**config.mk**
```make
export PLATFORM = sky130hd
export DESIGN_NAME = char_packer
export DESIGN_NICKNAME = d
export VERILOG_FILES = /design/src/rtl/char_packer_pkg.sv /design/src/rtl/char_packer_asm.sv /design/src/rtl/char_packer_parity.sv /design/src/rtl/char_packer_outreg.sv /design/src/rtl/char_packer.sv
export SDC_FILE = /design/constraint.sdc
export NUM_CORES = 1
export LEC_CHECK = 0
export ABC_CLOCK_PERIOD_IN_PS = 1780
export BUFFER_PORTS_ARGS = -buffer_cell sky130_fd_sc_hd__clkbuf_2
export CAP_MARGIN = 20
export CORE_ASPECT_RATIO = 1.25
export CORE_MARGIN = 3
export CORE_UTILIZATION = 35
export CTS_CLUSTER_SIZE = 28
export DETAILED_ROUTE_END_ITERATION = 8
export SYNTH_ARGS = -nofsm -noshare
export SYNTH_HDL_FRONTEND = slang
export SYNTH_SLANG_ARGS = --single-unit
```
**constraint.sdc**
```tcl
create_clock -name clk -period 1.78 [get_ports clk]
set_input_delay 0.356 -clock clk [delete_from_list [all_inputs] [get_ports clk]]
set_output_delay 0.356 -clock clk [all_outputs]
set_load 0.02 [all_outputs]
```
**src/rtl/char_packer_pkg.sv**
```systemverilog
package char_packer_pkg;
  parameter int CHAR_W    = 6;
  parameter int MAX_CHARS = 4;
  localparam int WORD_W   = CHAR_W * MAX_CHARS;
  localparam int CNT_W    = $clog2(MAX_CHARS);
  typedef logic [CHAR_W-1:0] char_t;
  typedef logic [WORD_W-1:0] word_t;
  typedef logic [CNT_W-1:0]  cnt_t;
endpackage

```
**src/rtl/char_packer_asm.sv**
```systemverilog
module char_packer_asm
  import char_packer_pkg::*;
(
  input  logic  clk,
  input  logic  rst_n,
  input  logic  take,
  input  char_t ch,
  input  logic  flush,
  input  cnt_t  last,
  output word_t acc_q,
  output cnt_t  cnt_q,
  output logic  done,
  output word_t done_word
);
  word_t shifted;
  word_t justified;

  // New character enters the low slot; earlier ones move up one slot.
  assign shifted   = (cnt_q == '0) ? word_t'(ch)
                                   : {acc_q[WORD_W-CHAR_W-1:0], ch};
  assign done      = take && (cnt_q == last);
  assign done_word = shifted;

  // Left-justify a partial word: slide it up by the number of empty slots.
  always_comb begin
    justified = acc_q;
    for (int k = 1; k < MAX_CHARS; k++) begin
      if (cnt_q == cnt_t'(k)) justified = acc_q << (CHAR_W * (MAX_CHARS - k));
    end
  end

  always_ff @(posedge clk) begin
    if (!rst_n) begin
      acc_q <= '0;
      cnt_q <= '0;
    end else if (take) begin
      if (done) begin
        acc_q <= '0;
        cnt_q <= '0;
      end else begin
        acc_q <= shifted;
        cnt_q <= cnt_q + cnt_t'(1);
      end
    end else if (flush && (cnt_q != '0)) begin
      acc_q <= justified;
      cnt_q <= '0;
    end
  end
endmodule

```
**src/rtl/char_packer_parity.sv**
```systemverilog
module char_packer_parity
  import char_packer_pkg::*;
(
  input  logic  clk,
  input  logic  rst_n,
  input  logic  take,
  input  char_t ch,
  input  logic  par,
  input  logic  clr,
  output logic  err_q
);
  logic bad;
  assign bad = take && !(^{ch, par});

  always_ff @(posedge clk) begin
    if (!rst_n) err_q <= 1'b0;
    else        err_q <= (err_q && !clr) || bad;
  end
endmodule

```
**src/rtl/char_packer_outreg.sv**
```systemverilog
module char_packer_outreg
  import char_packer_pkg::*;
(
  input  logic  clk,
  input  logic  rst_n,
  input  logic  load,
  input  word_t din,
  input  logic  ready,
  output logic  valid_q,
  output word_t data_q
);
  always_ff @(posedge clk) begin
    if (!rst_n) begin
      valid_q <= 1'b0;
      data_q  <= '0;
    end else if (load) begin
      valid_q <= 1'b1;
      data_q  <= din;
    end else if (ready) begin
      valid_q <= 1'b0;
    end
  end
endmodule

```
**src/rtl/char_packer.sv**
```systemverilog
module char_packer
  import char_packer_pkg::*;
(
  input  logic              clk,
  input  logic              rst_n,
  input  logic              cfg_wr,
  input  logic [CNT_W-1:0]  cfg_cpw,
  input  logic              in_valid,
  output logic              in_ready,
  input  logic [CHAR_W-1:0] in_char,
  input  logic              in_par,
  input  logic              rec_end,
  input  logic              err_clr,
  output logic              out_valid,
  input  logic              out_ready,
  output logic [WORD_W-1:0] out_word,
  output logic [WORD_W-1:0] asm_word,
  output logic              err_flag
);
  cnt_t  last_q;
  cnt_t  cnt_q;
  logic  take;
  logic  done;
  word_t done_word;

  assign in_ready = !rec_end && !((cnt_q == last_q) && out_valid && !out_ready);
  assign take     = in_valid && in_ready;

  // Word-length setting: only between words, never while a character lands.
  always_ff @(posedge clk) begin
    if (!rst_n)                                last_q <= '1;
    else if (cfg_wr && (cnt_q == '0) && !take) last_q <= cfg_cpw;
  end

  char_packer_asm u_asm (
    .clk(clk), .rst_n(rst_n), .take(take), .ch(in_char), .flush(rec_end),
    .last(last_q), .acc_q(asm_word), .cnt_q(cnt_q), .done(done),
    .done_word(done_word)
  );

  char_packer_parity u_par (
    .clk(clk), .rst_n(rst_n), .take(take), .ch(in_char), .par(in_par),
    .clr(err_clr), .err_q(err_flag)
  );

  char_packer_outreg u_out (
    .clk(clk), .rst_n(rst_n), .load(done), .din(done_word), .ready(out_ready),
    .valid_q(out_valid), .data_q(out_word)
  );
endmodule

```
==> results.sh <==
export IMPL_status="complete, no violations"
export IMPL_yosys_area_top_type_share_pct=41.8
export IMPL_yosysTopAreaCell="dfxtp_1"
export IMPL_rows=34
export IMPL_cts_root_buf="clkbuf_8"
export IMPL_grt_overflow=0
export IMPL_cp_num_buf_inv=2
export IMPL_multi_input_area_um2=1380
export IMPL_viasPerCell=5.20
export IMPL_portBuffers=66
export IMPL_worstPathArrival_ns=1.33
export IMPL_synthMuxAreaShare_pct=3.20
export IMPL_dp_slack_ns=0.138
export IMPL_clockBufferDepth=2
export IMPL_async_flop_share_pct=0
export IMPL_dieArea_um2=8460
export IMPL_clock_fmax_mhz=593
export IMPL_final_period_utilization_pct=94.8
export IMPL_setup_viol=0
export IMPL_cts_tree="yes"
export IMPL_synthAdderAreaFrac_pct=1.45
export IMPL_ys_ff_latch=54
export IMPL_start_util_pct=36.6
export IMPL_cp_top_family="buffers and inverters"
export IMPL_place_congestion=0.789
export IMPL_fp_dieW_um=82.9
export IMPL_cap_violations=0
export IMPL_num_io_pins=67
export IMPL_synth_compound_gate_area_share_pct=25.0
export IMPL_grt_pass1_wl_um=11100
export IMPL_dp_hpwl_um=4800
export IMPL_fin_skew_ns=0.00523
export IMPL_synth_main_ff_cell="dfxtp_1"
export IMPL_synthTopCellsByArea="dfxtp_1 (42%), nand2_1 (7.6%), nand4b_1 (6.1%)"
export IMPL_grt_max_degree=71
export IMPL_synthSimpleGateAreaFrac_pct=19.5
export IMPL_path_max_fanout=6
export IMPL_slowest_delay_ns=0.34
export IMPL_nNetsFinal=375
export IMPL_htreeDepth=2
export IMPL_synth_edf_count=0
export IMPL_postSynthAreaPerCell_um2=8.76
export IMPL_powerDensity_nw_per_um2=777
export IMPL_syn_nets=314
export IMPL_clkTransAtPathRegs_ns=0.10
export IMPL_start_kind="register"
export IMPL_critPathCaptureType="output pin"
export IMPL_hold_viol_final=0
export IMPL_cts_hold_buf=0
export IMPL_vias=2326
export IMPL_clkLatencyLatePin_ns=0.31
export IMPL_path_class="reg -> out"
export IMPL_nFillCells=742
export IMPL_synth_yosys_seq_area_share_pct=41.8
export IMPL_drv_slew=0
export IMPL_yosys_warnings=0
export IMPL_tns_ns=0
export IMPL_drt_wl_total_um=6710
export IMPL_rsz0062_at_grt="false"
export IMPL_cts_buffers=5
export IMPL_dr_pass1_iters=4
export IMPL_slowest_stage="dfxtp_1"
export IMPL_track_usage_pct=15.9
export IMPL_critPathRequiredTime_ns=1.42
export IMPL_final_core_util_pct=45.3
export IMPL_crit_chain="buf_4 -> xnor2_4 -> a31oi_1 -> clkbuf_2"
export IMPL_drt_iter0_drc=134
export IMPL_die_h_um=102
export IMPL_timing_slew_headroom_pct=73.8
export IMPL_worst_pin_slew_ns=0.393
export IMPL_synth_cell_area_um2=2580
export IMPL_hp_class="in -> reg"
export IMPL_n_antenna_cell=0
export IMPL_ant_nets=0
export IMPL_grt_pass1_vias=2184
export IMPL_antenna_found_initial=0
export IMPL_seq_area_um2=1080
export IMPL_syn_inst=295
export IMPL_wl_per_cell_um=15.0
export IMPL_synth_xor_area_share_pct=3.29
export IMPL_drive_gt1_share_pct=29.1
export IMPL_syn_to_final_growth_pct=23.9
export IMPL_synth_distinct_cells=36
export IMPL_cts_sinks=54
export IMPL_coreArea_um2=7060
export IMPL_max_vdd_ir_drop_mv=0.510
export IMPL_fin_ws_ns=0.0929
export IMPL_finalInstanceArea_um2=3200
export IMPL_power_leakage_uw=0.00125
export IMPL_period_needed_ns=1.69
export IMPL_drcViolationCount=0
export IMPL_placed_cell_area_um2=3060
export IMPL_synth_top_family_by_area="compound AO/OA/AOI/OAI gates"
[cell usage in the layout (no fill, tap or decap), types with 2 or more instances in the layout]
| master | Yosys | final |
|---|---|---|
| a21o_1 | 3 | 3 |
| a21oi_1 | 13 | 13 |
| a22oi_1 | 4 | 4 |
| a31o_2 | 7 | 7 |
| a32o_1 | 6 | 6 |
| and3_1 | 2 | 2 |
| buf_12 | 0 | 4 |
| buf_4 | 2 | 12 |
| clkbuf_2 | 0 | 66 |
| clkbuf_8 | 0 | 5 |
| dfxtp_1 | 54 | 54 |
| ha_1 | 3 | 3 |
| inv_1 | 4 | 4 |
| mux2_2 | 2 | 2 |
| mux2i_1 | 6 | 6 |
| nand2_1 | 52 | 52 |
| nand3_1 | 6 | 6 |
| nand3b_1 | 7 | 7 |
| nand4b_1 | 18 | 18 |
| nor2b_1 | 3 | 2 |
| nor3_1 | 2 | 2 |
| o211ai_1 | 6 | 6 |
| o21a_1 | 3 | 3 |
| o21ai_0 | 31 | 31 |
| o22ai_1 | 6 | 6 |
| o311ai_0 | 2 | 2 |
| o31ai_1 | 12 | 12 |
| xnor2_1 | 6 | 6 |
| xnor2_4 | 0 | 2 |
[power breakdown]
part	total, uW	leakage [uW]	internal, uW	switching, uW
Combinational	370	0.000765	159	211
Sequential	1290	0.000438	1240	44.1
Clock	827	0.0000514	420	407
Total	2490	0.00126	1820	663
[path summary, 6_finish.rpt]
check | from | endpoint | slack [ns] | cells after the start
setup reg to reg | u_asm.cnt_q[1] | u_asm.acc_q[21] | 0.16 | 7
setup / recovery | u_asm.cnt_q[1] | in_ready | 0.09 | 4
hold / removal | err_clr | u_par.err_q | 0.31 | 3
hold reg to reg | u_out.data_q[11] | u_out.data_q[11] | 0.46 | 2
[worst register-to-register path, cell delays in order (launching register included)]
cell      delay, ns
dfxtp_1        0.37
inv_1          0.07
ha_1           0.19
buf_4          0.19
a211oi_2       0.28
buf_4          0.22
a22oi_1        0.09
a21oi_1        0.16
[logic make-up after synthesis]
| kind of cell | count (synthesis) |
|---|---|
| mux | 8 |
| simple gates | 94 |
| flops | 54 |
| xor+xnor | 8 |
| buf+inv | 32 |
| fa+ha+maj | 3 |
| compound gates | 96 |
[cells in the mapped netlist (all sizes together), types with 3 or more instances]
| library cell | number |
|---|---|
| dfxtp | 54 |
| nand2 | 52 |
| o21ai | 31 |
| nand4b | 18 |
| buf | 14 |
| clkbuf | 14 |
| a21oi | 13 |
| o31ai | 12 |
| xnor2 | 8 |
| a31o | 7 |
| nand3b | 7 |
| a32o | 6 |
| mux2i | 6 |
| nand3 | 6 |
| o211ai | 6 |
| o22ai | 6 |
| a22oi | 4 |
| inv | 4 |
| a21o | 3 |
| ha | 3 |
| nor2b | 3 |
| o21a | 3 |
[timing repair]
item | CTS | global route
endpoints found under the setup margin | 1 | 11
resized for setup | 2 | 2
pin swaps | 0 | 1
setup buffers | 0 | 0
[through the flow]
stage	cells	hold slack, ns	total power [uW]
floorplan	295	0.482	1550
global placement	439	0.443	1670
CTS	447	0.300	2530
detailed placement	439	0.450	1680
finish	447	0.308	2490
global route	447	0.312	2610
[final cells by class]
cell class                 count  share of cell area (%)
multi-input combinational    209                    43.2
timing repair buffer          82                    15.6
clock buffer                   6                    2.27
tap                           90                    3.52
sequential                    54                    33.8
clock inverter                 2                    1.17
inverter                       4                   0.469
[state kept, by name, summed over array words and instances (netlist names)]
signal,cells
u_out.data_q,24
u_asm.cnt_q,2
u_par.err_q,1
u_out.valid_q,1
last_q,2
u_asm.acc_q,24
[per-layer routing]
| metal | wire, um | GRT usage, % | vias up | share of wire (%) |
|---|---|---|---|---|
| li1 | - | - | 1206 | - |
| met1 | 3020 | 20.2 | 1062 | 45 |
| met2 | 3340 | 28.1 | 52 | 50 |
| met3 | 250 | 2.42 | 6 | 3.7 |
| met4 | 91 | 4.91 | 0 | 1.4 |
| met5 | 0 | 0 | - | 0 |
No activity file was read; power rests on OpenSTA's default activity.
